## config.mk

```make
export PLATFORM = sky130hd
export DESIGN_NAME = io_window_select
export DESIGN_NICKNAME = d
export VERILOG_FILES = /design/src/rtl/io_win_pkg.sv /design/src/rtl/io_win_decode.sv /design/src/rtl/pad_strobe.sv /design/src/rtl/io_conflict.sv /design/src/rtl/io_window_select.sv
export SDC_FILE = /design/constraint.sdc
export NUM_CORES = 1
export LEC_CHECK = 0
export BUFFER_PORTS_ARGS = -buffer_cell sky130_fd_sc_hd__buf_2
export CORE_UTILIZATION = 25
export DETAILED_ROUTE_END_ITERATION = 7
export PLACE_DENSITY = 0.8
export SYNTH_ARGS = -nofsm -noshare
export SYNTH_HDL_FRONTEND = slang
export SYNTH_HIERARCHICAL = 1
export SYNTH_SLANG_ARGS = --single-unit
```

## constraint.sdc

```tcl
create_clock -name clk -period 4.4 [get_ports clk]
set_clock_uncertainty 0.05 [all_clocks]
set_input_delay 0.44 -clock clk [delete_from_list [all_inputs] [get_ports clk]]
set_output_delay 0.44 -clock clk [all_outputs]
set_load 0.02 [all_outputs]
```

## src/rtl/io_win_pkg.sv

```systemverilog
// io_win_pkg: shared defaults and mode encoding for the I/O window select.
// Assumes a power-of-two register window addressed by the low offset bits.
package io_win_pkg;
    localparam int unsigned ADDR_W_DEF   = 16;
    localparam int unsigned OFS_W_DEF    = 5;
    localparam int unsigned N_PAD_DEF    = 2;
    localparam int unsigned STAT_OFS_DEF = 21;  // 0x15
    localparam int unsigned PAD_BASE_DEF = 22;  // 0x16, ports follow upward

    // Joypad event counting mode
    typedef enum logic {
        PAD_MODE_RUN   = 1'b0,
        PAD_MODE_EVERY = 1'b1
    } pad_mode_e;
endpackage

```

## src/rtl/io_win_decode.sv

```systemverilog
// io_win_decode: forms the mixed register address and the one-hot select.
// The window match takes the upper bits of the core address and the offset
// takes the low bits of the bus address. Purely combinational.
module io_win_decode #(
    parameter int unsigned ADDR_W   = 16,
    parameter int unsigned OFS_W    = 5,
    parameter logic [ADDR_W-1:0] WIN_BASE = 16'h4000
) (
    input  logic [ADDR_W-1:0]      core_addr,
    input  logic [ADDR_W-1:0]      bus_addr,
    input  logic                   rd,
    output logic [(1<<OFS_W)-1:0]  reg_sel,
    output logic                   bus_in_win
);
    localparam int unsigned N_REG = 1 << OFS_W;
    localparam logic [ADDR_W-OFS_W-1:0] WIN_TAG = WIN_BASE[ADDR_W-1:OFS_W];

    logic             core_in_win;
    logic [OFS_W-1:0] mix_ofs;
    logic             unused_core_low;

    // window match on core bits, offset from bus bits
    always_comb begin
        core_in_win     = (core_addr[ADDR_W-1:OFS_W] == WIN_TAG);
        bus_in_win      = (bus_addr[ADDR_W-1:OFS_W] == WIN_TAG);
        mix_ofs         = bus_addr[OFS_W-1:0];
        unused_core_low = ^core_addr[OFS_W-1:0];
    end

    // one select line per register of the window
    for (genvar j = 0; j < N_REG; j++) begin : g_sel
        assign reg_sel[j] = rd && core_in_win && (mix_ofs == OFS_W'(j));
    end
endmodule

```

## src/rtl/pad_strobe.sv

```systemverilog
// pad_strobe: output enable and clock-event generation for one joypad port.
// In run mode an event fires on the first cycle of a run of selecting
// cycles; in every-read mode on each selecting cycle. Sync active-low reset.
module pad_strobe
    import io_win_pkg::*;
(
    input  logic clk,
    input  logic rst_n,
    input  logic sel,
    input  logic mode,
    output logic oe_n,
    output logic clk_evt
);
    logic sel_prev;

    // remember whether the previous cycle selected this port
    always_ff @(posedge clk) begin
        if (!rst_n) sel_prev <= 1'b0;
        else        sel_prev <= sel;
    end

    // enable follows select; event per run or per cycle
    always_comb begin
        oe_n    = !sel;
        clk_evt = sel && ((mode == PAD_MODE_EVERY) || !sel_prev);
    end

    AST_RUN_SINGLE_PULSE: assert property (@(posedge clk) disable iff (!rst_n)
        ($past(rst_n) && $past(sel) && sel && mode == PAD_MODE_RUN) |-> !clk_evt);

    AST_EVERY_READ_PULSE: assert property (@(posedge clk) disable iff (!rst_n)
        (sel && mode == PAD_MODE_EVERY) |-> clk_evt);
endmodule

```

## src/rtl/io_conflict.sv

```systemverilog
// io_conflict: flags a bus conflict when a readable internal register is
// selected while the DMA fetches from outside the window, and flags the
// status register override. Combinational.
module io_conflict #(
    parameter int unsigned N_REG    = 32,
    parameter int unsigned STAT_OFS = 21,
    parameter int unsigned PAD_BASE = 22,
    parameter int unsigned N_PAD    = 2
) (
    input  logic             clk,
    input  logic             rst_n,
    input  logic [N_REG-1:0] reg_sel,
    input  logic             dma_active,
    input  logic             bus_in_win,
    output logic             bus_conflict,
    output logic             stat_override
);
    logic [N_REG-1:0] drv_hit;

    // mark the registers that drive the data bus when read
    for (genvar j = 0; j < N_REG; j++) begin : g_rd
        localparam bit DRIVES = (j == STAT_OFS) ||
                                (j >= PAD_BASE && j < PAD_BASE + N_PAD);
        assign drv_hit[j] = reg_sel[j] && DRIVES;
    end

    // conflict and override decisions
    always_comb begin
        bus_conflict  = dma_active && !bus_in_win && (|drv_hit);
        stat_override = reg_sel[STAT_OFS];
    end

    AST_CONFLICT_NEEDS_DMA: assert property (@(posedge clk) disable iff (!rst_n)
        bus_conflict |-> (dma_active && (|reg_sel)));

    AST_OVERRIDE_ONLY_STATUS: assert property (@(posedge clk) disable iff (!rst_n)
        stat_override |-> $onehot(reg_sel));
endmodule

```

## src/rtl/io_window_select.sv

```systemverilog
// io_window_select: top of the mixed-address I/O select and joypad strobe.
// Assumes bus_addr carries the DMA address on DMA access cycles and the
// core address otherwise; register contents live elsewhere.
module io_window_select
    import io_win_pkg::*;
#(
    parameter int unsigned ADDR_W   = ADDR_W_DEF,
    parameter int unsigned OFS_W    = OFS_W_DEF,
    parameter int unsigned N_PAD    = N_PAD_DEF,
    parameter int unsigned STAT_OFS = STAT_OFS_DEF,
    parameter int unsigned PAD_BASE = PAD_BASE_DEF,
    parameter logic [ADDR_W-1:0] WIN_BASE = 16'h4000
) (
    input  logic                   clk,
    input  logic                   rst_n,
    input  logic [ADDR_W-1:0]      core_addr,
    input  logic [ADDR_W-1:0]      bus_addr,
    input  logic                   rd,
    input  logic                   dma_active,
    input  logic                   pad_mode,
    output logic [(1<<OFS_W)-1:0]  reg_sel,
    output logic [N_PAD-1:0]       pad_oe_n,
    output logic [N_PAD-1:0]       pad_clk,
    output logic                   bus_conflict,
    output logic                   stat_override
);
    localparam int unsigned N_REG = 1 << OFS_W;

    logic bus_in_win;

    io_win_decode #(.ADDR_W(ADDR_W), .OFS_W(OFS_W), .WIN_BASE(WIN_BASE)) i_decode (
        .core_addr (core_addr),
        .bus_addr  (bus_addr),
        .rd        (rd),
        .reg_sel   (reg_sel),
        .bus_in_win(bus_in_win)
    );

    for (genvar i = 0; i < N_PAD; i++) begin : g_pad
        pad_strobe i_strobe (
            .clk    (clk),
            .rst_n  (rst_n),
            .sel    (reg_sel[PAD_BASE+i]),
            .mode   (pad_mode),
            .oe_n   (pad_oe_n[i]),
            .clk_evt(pad_clk[i])
        );

        AST_OE_TRACKS_SELECT: assert property (@(posedge clk) disable iff (!rst_n)
            !pad_oe_n[i] |-> reg_sel[PAD_BASE+i]);
    end

    io_conflict #(.N_REG(N_REG), .STAT_OFS(STAT_OFS), .PAD_BASE(PAD_BASE),
                  .N_PAD(N_PAD)) i_conflict (
        .clk          (clk),
        .rst_n        (rst_n),
        .reg_sel      (reg_sel),
        .dma_active   (dma_active),
        .bus_in_win   (bus_in_win),
        .bus_conflict (bus_conflict),
        .stat_override(stat_override)
    );

    AST_OUTSIDE_WINDOW_QUIET: assert property (@(posedge clk) disable iff (!rst_n)
        (core_addr[ADDR_W-1:OFS_W] != WIN_BASE[ADDR_W-1:OFS_W]) |->
        (reg_sel == '0 && pad_clk == '0 && !bus_conflict && !stat_override));

    AST_NO_READ_QUIET: assert property (@(posedge clk) disable iff (!rst_n)
        !rd |-> (reg_sel == '0 && (&pad_oe_n) && pad_clk == '0));

    AST_SELECT_ONEHOT: assert property (@(posedge clk) disable iff (!rst_n)
        $onehot0(reg_sel));
endmodule

```

Yosys cells after proc, flatten, opt, wreduce, memory -nomap -nowiden
Index checks and enable logic that the tools add are counted.
- eq/ne operators: 33
- reductions and logical operators: 46
- operator list (cell ; number):
    5-bit == test, second input constant ; 16
    5-bit by 4-bit == test with 1-bit output, second input constant ; 8
    1-bit logical AND ; 37
    11-bit by 10-bit == test with 1-bit output, second input constant ; 2
    5-bit by 3-bit == test with 1-bit output, second input constant ; 4
    5-bit by 2-bit == test with 1-bit output, second input constant ; 2
    5-bit by 1-bit == test with 1-bit output, second input constant ; 1
    1-bit zero test ; 5
    5-bit zero test ; 1
    3-bit OR reduction ; 1
    1-bit logical OR ; 2
- flip-flop bits (word level): 2
- word-level logic and storage cells: 81

Logic depth before layout (Yosys ltp)
- word-level depth: 5
- mapped depth: 6
- mapped depth without buffers: 5

Cells and area by module
The synthesis kept the hierarchy.
- modules (own cells, without submodules) (module ; times used ; cells each ; area each (um^2) ; sequential area each (um^2)):
    io_win_decode ; 1 ; 60 ; 357.8 ; 0.0
    pad_strobe ; 2 ; 5 ; 43.8 ; 20.0
    io_conflict ; 1 ; 3 ; 30.0 ; 0.0

Least setup slack after synthesis
OpenSTA, ideal clock, no wires.
- path type: input port to output port
- from: in core_addr[6]
- to: out pad_clk[0]
- data arrival time: 2.530 ns
- data required time: 3.910 ns
- setup slack: 1.380 ns
- stages: 5
- cells stage by stage: nor4_4 > nand2_2 > nor4_1 > inv_2 > a21oi_2
- cells in the longest elaborated chain, start to end: 4
- ends and longest elaborated chain (element ; line ; RTL):
    start, declared ; io_window_select.sv:16 ; input logic [ADDR_W-1:0] core_addr,
    11-bit by 10-bit == test with 1-bit output ; io_win_decode.sv:24 ; core_in_win = (core_addr[ADDR_W-1:OFS_W] == WIN_TAG);
    1-bit logical AND (2 in a row) ; io_win_decode.sv:32 ; assign reg_sel[j] = rd && core_in_win && (mix_ofs == OFS_W'(j));
    via reg_sel[22] ; io_window_select.sv:21 ; output logic [(1<<OFS_W)-1:0] reg_sel,
    1-bit logical AND ; pad_strobe.sv:25 ; clk_evt = sel && ((mode == PAD_MODE_EVERY) || !sel_prev);
    end, declared ; io_window_select.sv:23 ; output logic [N_PAD-1:0] pad_clk,
The timed path passes the listed nets, and every way through them passes these cells.

Final worst setup path
- from: in core_addr[6]
- to: out bus_conflict
- cells in the longest elaborated chain, start to end: 5
- elaborated cells between the ends (all ways): 7
- classes of those cells: 1 x eq/ne; 6 x reduce/logical
- ends and longest elaborated chain (element ; line ; RTL):
    11-bit by 10-bit == test with 1-bit output * ; io_win_decode.sv:24 ;
    1-bit logical AND * ; io_win_decode.sv:32 ;
    1-bit logical AND ; io_win_decode.sv:32 ;
    3-bit OR reduction * ; io_conflict.sv:29 ; bus_conflict = dma_active && !bus_in_win && (|drv_hit);
    1-bit logical AND * ; io_conflict.sv:29 ;
    end, declared ; io_window_select.sv:24 ; output logic bus_conflict,
Every way passes the cells marked *; elsewhere a longest branch is shown, timed or not.

==> qor.yml <==
rsz0062_at_grt: "false"
grt_max_degree: 12
synth_area_um2: 475
crit_path_max_fanout: 8
grt_pass1_vias: 595
syn_inst: 73
required_ps: 3910
ant_nets: 0
maxCapViolCount: 0
cts_inserted_buffers: 3
num_io_pins: 75
fillCellCount: 201
clock_path_buffers: 2
relSlewSlack_pct: 50.8
power.leakage_nw: 0.449
multi_input_area_um2: 409
portBuffers: 69
path_class: "input pin to output pin"
synth_seq_cells: 2
core_um2: 1750
num_rows: 15
cp-end-kind: "output pin"
yosysMostFrequentCell: "nor2_1"
die_area_um2: 2080
tns_ps: 0
largest_reg_flops: 2
seqCellArea_um2: 40.0
power.total_mw: 0.0912
synth_common_cells: "28 x nor2_1, 6 x nor4_1, 3 x nand2_1, 3 x nand4_1, 3 x nor3b_2"
grt_pass1_wl_um: 2470
timing.fmax_mhz: 355
cts_tree: "yes"
worstHoldStart: "rst_n"
routabilityCongestion: 0.679
synth_async_sr_flop_share_pct: 0
post-cts-setup-buffers: 0
area_growth_pct: 81.6
ys_types: 25
synth_nets: 110
top_regs: "g_pad.i_strobe/sel_prev x2"
post_cts_resized: 0
initial_core_util_pct: 27.2
ys.warnings.count: 6
synth_top_area_share_pct: 22.1
ys_seq_area_share_pct: 8.42
period_minus_slack_ps: 2810
largest_register: "g_pad.i_strobe/sel_prev"
syn_avg_cell_area_um2: 6.51
hpwl_um: 1450
cts_hold_buf: 0
drtIter0Drc: 11
yosys-top-cells-area: "nor2_1 22%, nor4_4 8.9%, dfxtp_1 8.4%"
hold_class: "input pin to register"
drive_above_1_share_pct: 60.8
hold_violations: 0
wl_um: 1770
start_kind: "input pin"
ir_drop_v: 0.0000511
clock-root-buffer: "clkbuf_4"
maxSlewViolCount: 0
status: "finished clean"
tightest_slew_ps: 731
post_drt_wl_per_cell_um: 10.6
ys.flop_type: "dfxtp_1"
holdPathStages: 2
dr.pass1.iters: 4
overflow: 0
clock_sinks: 2
num_vias: 800
antenna_found_initial: 0
cellPowerDensity_nw_per_um2: 106
yosys.area.top_type: "nor2_1"
fin_nets: 182
viasPerCell: 4.76
num_antenna_cells: 0
die_x_um: 45.6
die_h_um: 45.6
critPathLaunch: "core_addr[6]"
h-tree-depth: 1
setup_viol: 0
track_usage_pct: 15.7
drc_errors: 0
period_share_pct: 64.0
synth_edf_count: 0
cts.clk_slew.worst_paths_ps: 40
hold_end: "g_pad[1].i_strobe/sel_prev"
crit_arrival_ps: 2320
==> metrics by stage <==
step                hold WS [ps]  instance area, um2  worst slack, ps  cells  utilization, %
global placement             620                 841             1660    165            48.2
CTS                          390                 863             1610    168            49.5
floorplan                    532                 475             1380     73               -
finish                       385                 863             1590    168            49.5
detailed placement           625                 841             1620    165            48.2
global route                 408                 863             1480    168            49.5
==> layout by cell type, fill, tap and decap left out, types with 2 or more instances in the layout <==
| cell type | netlist | layout |
|---|---|---|
| and2_2 | 2 | 2 |
| nand2_1 | 3 | 3 |
| clkbuf_4 | 0 | 3 |
| nand3_1 | 2 | 2 |
| nor4_4 | 2 | 2 |
| nand4b_1 | 2 | 2 |
| buf_2 | 0 | 69 |
| nand4_1 | 3 | 3 |
| nor2_1 | 28 | 28 |
| nor3b_2 | 3 | 3 |
| dfxtp_1 | 2 | 2 |
| nor4_1 | 6 | 6 |
| nand3b_1 | 2 | 2 |
| a21oi_2 | 2 | 2 |
| inv_2 | 2 | 2 |
| inv_1 | 2 | 2 |
| nor2b_1 | 2 | 2 |
==> worst max-delay path by stage <==
stage	end	slack, ps	cells past startpoint
floorplan	pad_clk[0]	1380	5
global placement	bus_conflict	1660	7
detailed placement	bus_conflict	1620	7
CTS	bus_conflict	1610	7
global route	bus_conflict	1480	7
finish	bus_conflict	1590	7
==> routing by layer <==
layer | vias up | global-route usage (%) | part of all wire [%]
met3 | 5 | 3.57 | 7.9
met4 | 0 | 4.24 | 1.7
met1 | 346 | 15.8 | 40
li1 | 399 | - | -
met5 | - | 0 | 0
met2 | 50 | 31.4 | 50
==> power breakdown <==
part           switching, mW  total [mW]  internal, mW  leakage (nW)
logic                 0.0137      0.0277        0.0140         0.419
clock network         0.0148      0.0452        0.0305        0.0138
registers       0.0000000527      0.0182        0.0182        0.0161
==> layout make-up <==
class	instances	share of cell area [%]
Multi-Input combinational cell	65	47.4
Timing Repair Buffer	69	40.0
Sequential cell	2	4.64
Tap cell	25	3.62
Clock buffer	3	2.61
Inverter	4	1.74
==> critical path, stage by stage <==
cell and delay, ps:
buf_2 110, nor4_4 510, nand2_2 140, nor4_1 670, nor3_2 110, nor3b_2 160, buf_2 180
==> cell families (layout without fill, tap and decap cells) <==
logic type	count (synthesis)	in the layout	share of synthesized area (%)
compound gates	2	2	3.68
buf+inv	6	76	5.53
flops	2	2	8.42
simple gates	63	63	82.4
No activity file was read; power rests on OpenSTA's default activity.
